[config.mk]
export PLATFORM = sky130hd
export DESIGN_NAME = sbsram_core
export DESIGN_NICKNAME = d
export VERILOG_FILES = /design/src/rtl/sbsram_pkg.sv /design/src/rtl/sbsram_select.sv /design/src/rtl/sbsram_burst_seq.sv /design/src/rtl/sbsram_wr_decode.sv /design/src/rtl/sbsram_array.sv /design/src/rtl/sbsram_read_path.sv /design/src/rtl/sbsram_core.sv
export SDC_FILE = /design/constraint.sdc
export NUM_CORES = 1
export LEC_CHECK = 0
export BUFFER_PORTS_ARGS = -buffer_cell sky130_fd_sc_hd__buf_2
export CELL_PAD_IN_SITES_DETAIL_PLACEMENT = 0
export CELL_PAD_IN_SITES_GLOBAL_PLACEMENT = 1
export CORE_ASPECT_RATIO = 1.4
export CORE_UTILIZATION = 36
export CTS_BUF_LIST = sky130_fd_sc_hd__clkbuf_2
export DETAILED_ROUTE_END_ITERATION = 16
export PLACE_DENSITY_LB_ADDON = 0.1
export SYNTH_ARGS = -nofsm -noshare
export SYNTH_HDL_FRONTEND = slang
export SYNTH_SLANG_ARGS = --single-unit
[constraint.sdc]
create_clock -name clk -period 6.7 [get_ports clk]
set_input_delay 0.335 -clock clk [delete_from_list [all_inputs] [get_ports clk]]
set_output_delay 0.335 -clock clk [all_outputs]
set_load 0.01 [all_outputs]
[src/rtl/sbsram_pkg.sv]
package sbsram_pkg;

  localparam int BURST_BITS = 2;

  typedef logic [BURST_BITS-1:0] burst_ofs_t;

  typedef enum logic {
    ORDER_LINEAR = 1'b0,
    ORDER_XOR    = 1'b1
  } burst_order_e;

  // Low address bits for burst step 'step' from start offset 'start'.
  function automatic burst_ofs_t burst_offset(burst_ofs_t start, burst_ofs_t step,
                                              burst_order_e order);
    burst_ofs_t res;
    if (order == ORDER_XOR) res = start ^ step;
    else                    res = start + step;
    return res;
  endfunction

  // Three-level write decode for a single lane (all controls active low).
  function automatic logic lane_write(logic all_n, logic bytes_n, logic lane_n);
    return (!all_n) || (!bytes_n && !lane_n);
  endfunction

endpackage

[src/rtl/sbsram_select.sv]
module sbsram_select (
  input  logic snooze,
  input  logic strobe_cpu_n,
  input  logic strobe_ctl_n,
  input  logic ce_main_n,
  input  logic ce_hi,
  input  logic ce_lo_n,
  output logic start,
  output logic chip_sel
);

  logic cpu_req;
  logic ctl_req;

  // The processor strobe only counts while the master enable is active.
  assign cpu_req  = !strobe_cpu_n && !ce_main_n;
  assign ctl_req  = !strobe_ctl_n;
  assign start    = !snooze && (cpu_req || ctl_req);
  assign chip_sel = !ce_main_n && ce_hi && !ce_lo_n;

endmodule

[src/rtl/sbsram_burst_seq.sv]
module sbsram_burst_seq
  import sbsram_pkg::*;
#(
  parameter int ADDR_W = 6
) (
  input  logic              clk,
  input  logic              rst_n,
  input  logic              hold,
  input  logic              load,
  input  logic [ADDR_W-1:0] base_in,
  input  logic              advance,
  input  burst_order_e      order,
  output logic [ADDR_W-1:0] cur_addr
);

  localparam int HI_W = ADDR_W - BURST_BITS;

  logic [ADDR_W-1:0] base_q;
  burst_ofs_t        step_q;

  always_ff @(posedge clk or negedge rst_n) begin
    if (!rst_n) begin
      base_q <= '0;
      step_q <= '0;
    end else if (!hold) begin
      if (load) begin
        base_q <= base_in;
        step_q <= '0;
      end else if (advance) begin
        step_q <= step_q + burst_ofs_t'(1);
      end
    end
  end

  assign cur_addr = {base_q[ADDR_W-1 -: HI_W],
                     burst_offset(base_q[BURST_BITS-1:0], step_q, order)};

endmodule

[src/rtl/sbsram_wr_decode.sv]
module sbsram_wr_decode
  import sbsram_pkg::*;
#(
  parameter int LANES = 2
) (
  input  logic             wr_all_n,
  input  logic             wr_bytes_n,
  input  logic [LANES-1:0] lane_wr_n,
  output logic [LANES-1:0] wr_en,
  output logic             wr_any
);

  for (genvar g = 0; g < LANES; g++) begin : g_lane
    assign wr_en[g] = lane_write(wr_all_n, wr_bytes_n, lane_wr_n[g]);
  end

  assign wr_any = |wr_en;

endmodule

[src/rtl/sbsram_array.sv]
module sbsram_array #(
  parameter int ADDR_W = 6,
  parameter int LANES  = 2,
  parameter int LANE_W = 8
) (
  input  logic                    clk,
  input  logic [LANES-1:0]        we,
  input  logic [ADDR_W-1:0]       addr,
  input  logic [LANES*LANE_W-1:0] wdata,
  output logic [LANES*LANE_W-1:0] rdata
);

  localparam int DEPTH = 1 << ADDR_W;

  for (genvar g = 0; g < LANES; g++) begin : g_lane
    logic [LANE_W-1:0] mem [DEPTH];

    always_ff @(posedge clk) begin
      if (we[g]) mem[addr] <= wdata[g*LANE_W +: LANE_W];
    end

    assign rdata[g*LANE_W +: LANE_W] = mem[addr];
  end

endmodule

[src/rtl/sbsram_read_path.sv]
module sbsram_read_path #(
  parameter int DATA_W = 16
) (
  input  logic              clk,
  input  logic              rst_n,
  input  logic              hold,
  input  logic              rd_evt,
  input  logic [DATA_W-1:0] rdata,
  input  logic              flow_n,
  output logic [DATA_W-1:0] out_data,
  output logic              out_valid
);

  logic [DATA_W-1:0] stage1_q;
  logic [DATA_W-1:0] stage2_q;
  logic              vld1_q;
  logic              vld2_q;

  always_ff @(posedge clk or negedge rst_n) begin
    if (!rst_n) begin
      stage1_q <= '0;
      stage2_q <= '0;
      vld1_q   <= 1'b0;
      vld2_q   <= 1'b0;
    end else if (!hold) begin
      vld1_q   <= rd_evt;
      stage1_q <= rd_evt ? rdata : stage1_q;
      vld2_q   <= vld1_q;
      stage2_q <= stage1_q;
    end
  end

  assign out_data  = flow_n ? stage2_q : stage1_q;
  assign out_valid = flow_n ? vld2_q   : vld1_q;

endmodule

[src/rtl/sbsram_core.sv]
module sbsram_core
  import sbsram_pkg::*;
#(
  parameter int ADDR_W = 6,
  parameter int LANES  = 2,
  parameter int LANE_W = 8
) (
  input  logic                    clk,
  input  logic                    rst_n,
  input  logic [ADDR_W-1:0]       addr,
  input  logic                    ce_main_n,
  input  logic                    ce_hi,
  input  logic                    ce_lo_n,
  input  logic                    strobe_cpu_n,
  input  logic                    strobe_ctl_n,
  input  logic                    adv_n,
  input  logic                    wr_all_n,
  input  logic                    wr_bytes_n,
  input  logic [LANES-1:0]        lane_wr_n,
  input  logic                    oe_n,
  input  logic                    flow_n,
  input  logic                    order_xor,
  input  logic                    snooze,
  input  logic [LANES*LANE_W-1:0] din,
  output logic [LANES*LANE_W-1:0] dout,
  output logic                    dout_en
);

  localparam int DATA_W = LANES * LANE_W;

  logic              start;
  logic              chip_sel;
  logic              active_q;
  logic [ADDR_W-1:0] cur_addr;
  logic [LANES-1:0]  wr_en;
  logic              wr_any;
  logic [LANES-1:0]  mem_we;
  logic              rd_evt;
  logic [DATA_W-1:0] mem_rdata;
  logic [DATA_W-1:0] out_data;
  logic              out_valid;

  sbsram_select u_select (
    .snooze       (snooze),
    .strobe_cpu_n (strobe_cpu_n),
    .strobe_ctl_n (strobe_ctl_n),
    .ce_main_n    (ce_main_n),
    .ce_hi        (ce_hi),
    .ce_lo_n      (ce_lo_n),
    .start        (start),
    .chip_sel     (chip_sel)
  );

  // Selection state: set by a selected load, cleared by a deselected one.
  always_ff @(posedge clk or negedge rst_n) begin
    if (!rst_n)                active_q <= 1'b0;
    else if (!snooze && start) active_q <= chip_sel;
  end

  sbsram_burst_seq #(.ADDR_W(ADDR_W)) u_burst (
    .clk      (clk),
    .rst_n    (rst_n),
    .hold     (snooze),
    .load     (start && chip_sel),
    .base_in  (addr),
    .advance  (active_q && !adv_n),
    .order    (burst_order_e'(order_xor)),
    .cur_addr (cur_addr)
  );

  sbsram_wr_decode #(.LANES(LANES)) u_wrdec (
    .wr_all_n   (wr_all_n),
    .wr_bytes_n (wr_bytes_n),
    .lane_wr_n  (lane_wr_n),
    .wr_en      (wr_en),
    .wr_any     (wr_any)
  );

  assign mem_we = (active_q && !snooze) ? wr_en : '0;
  assign rd_evt = active_q && !wr_any;

  sbsram_array #(.ADDR_W(ADDR_W), .LANES(LANES), .LANE_W(LANE_W)) u_array (
    .clk   (clk),
    .we    (mem_we),
    .addr  (cur_addr),
    .wdata (din),
    .rdata (mem_rdata)
  );

  sbsram_read_path #(.DATA_W(DATA_W)) u_rdpath (
    .clk       (clk),
    .rst_n     (rst_n),
    .hold      (snooze),
    .rd_evt    (rd_evt),
    .rdata     (mem_rdata),
    .flow_n    (flow_n),
    .out_data  (out_data),
    .out_valid (out_valid)
  );

  assign dout_en = out_valid && !oe_n && !snooze;
  assign dout    = dout_en ? out_data : '0;

endmodule

Word level (Yosys, flattened, before mapping)
Memory sizes are Yosys's and may differ from the RTL's. A register that Yosys moved wholly into a read port is not among the register bits. Cells that the tools add are included.

Register bits: 27. Memories kept: 2. Output and inout bits: 17. Input port bits: 38. Word-level logic and storage cells: 58. RAM bits: 1024.

Multiplexer cells: 11. Add/sub/neg operators: 2. Bitwise operators: 2. Reduce and logical (&&, ||, !) cells: 35.

Memories: u_array.g_lane[0].mem (words 64, width 8, rd ports 1, clocked after memory_dff 1, wr ports 1, line sbsram_array.sv:16) `logic [LANE_W-1:0] mem [DEPTH];`; u_array.g_lane[1].mem (words 64, width 8, rd ports 1, clocked after memory_dff 1, wr ports 1, line sbsram_array.sv:16).

Operators with widths (number): 16-bit two-way mux (2); 1-bit zero test (14); 1-bit logical AND (13); 2-bit two-way mux (4); 2-bit AND reduction (3); 1-bit two-way mux (5); 1-bit logical OR (3); 2-bit by 1-bit adder with 2-bit output (second input constant) (1); 2-bit adder (1); 2-bit nonzero test (1); 2-bit OR reduction (1); 2-bit bitwise XOR (1); 1-bit inverter (1).

Logic depth before layout (Yosys ltp)
Word-level depth: 7. Mapped depth: 11. Depth with buffers taken out: 7.

Hierarchy
A second synthesis with hierarchy kept.

Cell total of the unflattened synthesis: 2494. Area total of the unflattened synthesis: 42039.1 µm².

Modules (own cells, without submodules): sbsram_array (cells an instance 2335, area each 39837.0 µm², instances 1); sbsram_read_path (cells an instance 92, area each 1521.5 µm², instances 1); sbsram_burst_seq (cells an instance 34, area each 431.7 µm², instances 1); sbsram_core (cells an instance 26, area each 209.0 µm², instances 1); sbsram_wr_decode (cells an instance 4, area each 21.3 µm², instances 1); sbsram_select (cells an instance 3, area each 18.8 µm², instances 1).

Worst setup path before layout
OpenSTA, ideal clock, no wires.

Kind: reg2reg. From: register u_burst.step_q[0]. To: memory u_array.g_lane[0].mem[27][0], enable pin. Setup time: 370 ps. Stages on the path, launching flop included: 11. Path slack: 3607 ps. Arrival time: 2723 ps. Cell sequence: dfrtp_1 > ha_1 > buf_2 > buf_2 > buf_2 > buf_2 > buf_2 > buf_2 > nand3_1 > clkbuf_1 > nor2_1.

Cells in the longest elaborated chain, start to end: 2. Elaborated cells on any way between the ends: 3. Classes of those cells: 1 x add/sub; 1 x mux; 1 x bitwise.

RTL lines: from (decl) (line sbsram_burst_seq.sv:19) `burst_ofs_t step_q;`; from (signal assigned) (line sbsram_burst_seq.sv:30) `step_q <= step_q + burst_ofs_t'(1);`; 2-bit adder / 2-bit bitwise XOR (equally long branches) (line sbsram_pkg.sv:17, sbsram_pkg.sv:16); 2-bit two-way mux (*) (line sbsram_pkg.sv:16) `if (order == ORDER_XOR) res = start ^ step;`; to (decl) (line sbsram_array.sv:16).

Mark *: on every way between the ends. The rest lies on a longest branch, timed or not.

==> impl_metrics.ini <==
[run]
drv_cap = 0

[setup_path]
crit_type = reg2reg
end_kind = register
critPathLaunchType = register
critical_path.max_fanout = 73
critPathRequiredTime_ps = 8040
critPathArrivalTime_ps = 5670

[global_route]
grt_max_degree = 140
grt_pass1_vias = 26600
grt_usage = 0.215
grt-ovfl-total = 0
antenna_found_initial = 4
grt_pass1_wl_mm = 186

[finish]
drive_gt1_frac = 0.172
fin_cells = 4783
nFillCells = 11200
finalNetCount = 3059
synthToLayoutAreaGrowth_pct = 11.8
final_core_util = 0.405

[hold_path]
hold_path_class = in2reg

[power]
p_leak_nw = 16.5
total_power_w = 0.0183
power.density_nw_per_um2 = 379
irDropWorstVdd_mv = 0.516

[clock_tree]
clk_latency_ps = 1520
cts_buffers = 281
clock_path_buffers = 4
path_clk_slew_ps = 120
htree_num_levels = 5
post_cts_resized = 0
numClockSinks = 1067
cts_tree = built
root_buffer = clkbuf_2

[yosys]
synthTopCellsByArea = edfxtp_1, mux2i_1, nor3_1
yosys_most_used_dff = edfxtp_1
synth.cells.most_frequent = edfxtp_1, mux2i_1, nor3_1, nor2_1, clkbuf_1
syn-instance-count = 2744
mappedNetlistNets = 2783
syn_avg_cell_area_um2 = 15.7
async_reset_ff_frac = 0.0403
synth_edf_count = 1024
synth_top_area_cell = edfxtp_1
synth.distinct_cells = 42
yosysWarnings = 0
synth.top_cell.area_share = 0.712
ys_seq_area_frac = 0.737
syn-cell-area_um2 = 43200
ys_ff_latch = 1067
post-synth-top-count-cell = edfxtp_1

[place]
dp_cells = 4255
gp_congestion = 0.812
io_buffers = 54
hpwl_mm = 78.5

[route]
via_count = 25400
drtAntennaViolNets = 0
wl_mm = 130
drc = 0
dr.pass1.iters = 5
wl_per_cell_um = 27.2
vias_per_cell = 5.32
drt_iter0_markers = 1682

[timing]
tns_ps = 0
finalClockSkew_ps = 127
finalSetupViolations = 0
tightest_slew_ps = 1410
slew_viol_final = 0
fin_crit_sh = 0.646
final_hold_viol_count = 0
rsz0062_at_grt = no
relSlewSlack = 0.0579
fmax_mhz = 231
fin_crit_ps = 4330
fin_hold_ws_ps = 359

[floorplan]
dieArea_um2 = 121000
fp-row-count = 150
dieWidth_um = 295
core_um2 = 119000
start_util = 0.362
pin_count = 55
die_y_um = 412

[run_status]
outcome = complete, no violations
[routing by layer]
layer	global-route usage	routed length, µm	up-vias
met5	0	26	-
met4	0.0973	5140	4
met3	0.0374	5130	214
met2	0.381	67900	684
met1	0.251	51700	13000
li1	-	-	11500
[registers in the layout (all words and copies together) (netlist names)]
| register | cells |
|---|---|
| active_q | 1 |
| u_array.g_lane.mem | 1024 |
| u_burst.base_q | 6 |
| u_burst.step_q | 2 |
| u_rdpath.stage1_q | 16 |
| u_rdpath.stage2_q | 16 |
| u_rdpath.vld1_q | 1 |
| u_rdpath.vld2_q | 1 |
[through the flow]
step	setup WS, ps	area (µm²)
after floorplan	3610	43200
after detailed placement	2190	45300
after global placement	2230	45300
after CTS	2170	48300
final	2370	48300
after global routing	2090	48300
[power breakdown]
group	total (W)	internal (W)	switching (W)
clock	0.00415	0.00157	0.00259
combinational	0.00648	0.00219	0.00429
sequential	0.00765	0.00743	0.000220
[cells in the final DEF, fill, tap and decap left out, types with 19 or more instances in the layout]
master and count:
edfxtp_1 1024, mux2i_1 465, nor3_1 451, clkbuf_2 372
nor2_1 162, dlygate4sd3_1 77, clkinv_1 65, o41ai_1 61
buf_4 57, buf_2 54, nand4_1 48, or4_1 48
dfrtp_1 42, a22o_1 30, nand2_1 24, mux2_2 23
inv_1 21, a21oi_1 19
[final timing paths]
kind	start	to	slack [ps]	cells after the start
min in group asynchronous	rst_n	u_rdpath.stage2_q[4]	510	6
worst max register to register	u_burst.base_q[2]	u_rdpath.stage1_q[1]	2370	6
worst min register to register	u_rdpath.stage2_q[7]	u_rdpath.stage2_q[7]	520	1
worst min-delay path	ce_main_n	u_burst.step_q[1]	360	5
worst max-delay path	u_burst.base_q[2]	u_rdpath.stage1_q[1]	2370	6
max in group asynchronous	rst_n	u_rdpath.stage1_q[15]	5830	6
[critical path: stages (launching register included)]
cell     delay [ps]
dfrtp_4         770
buf_4           680
buf_4           780
nor3_1          170
or4_1           600
a21oi_1         820
a41oi_1         240
[timing repair]
item                       in CTS  in global routing
setup endpoints to repair       0                  0
hold endpoints to repair     1690                  0
buffers inserted                0                  0
hold buffers                   78                  0
[logic make-up after synthesis]
kind of cell	synth area share
XOR/XNOR	0.00206
flip-flops	0.737
buffers and inverters	0.0215
adder cells (fa/ha/maj)	0.000290
AND/OR/NAND/NOR	0.0909
multiplexers	0.114
AO/OA/AOI/OAI	0.0343
[cell type report]
cell class | count | area (µm²) | area share
antenna | 1 | 2.50 | 0.0000518
clock buffer | 372 | 1860 | 0.0386
clock inverter | 77 | 348 | 0.00721
inverter | 23 | 93.8 | 0.00194
multi-input combinational | 1452 | 10500 | 0.218
sequential | 1067 | 31800 | 0.660
tap | 1596 | 2000 | 0.0414
timing repair buffer | 195 | 1620 | 0.0335
Note: power is estimated with default switching activity, not from simulation.
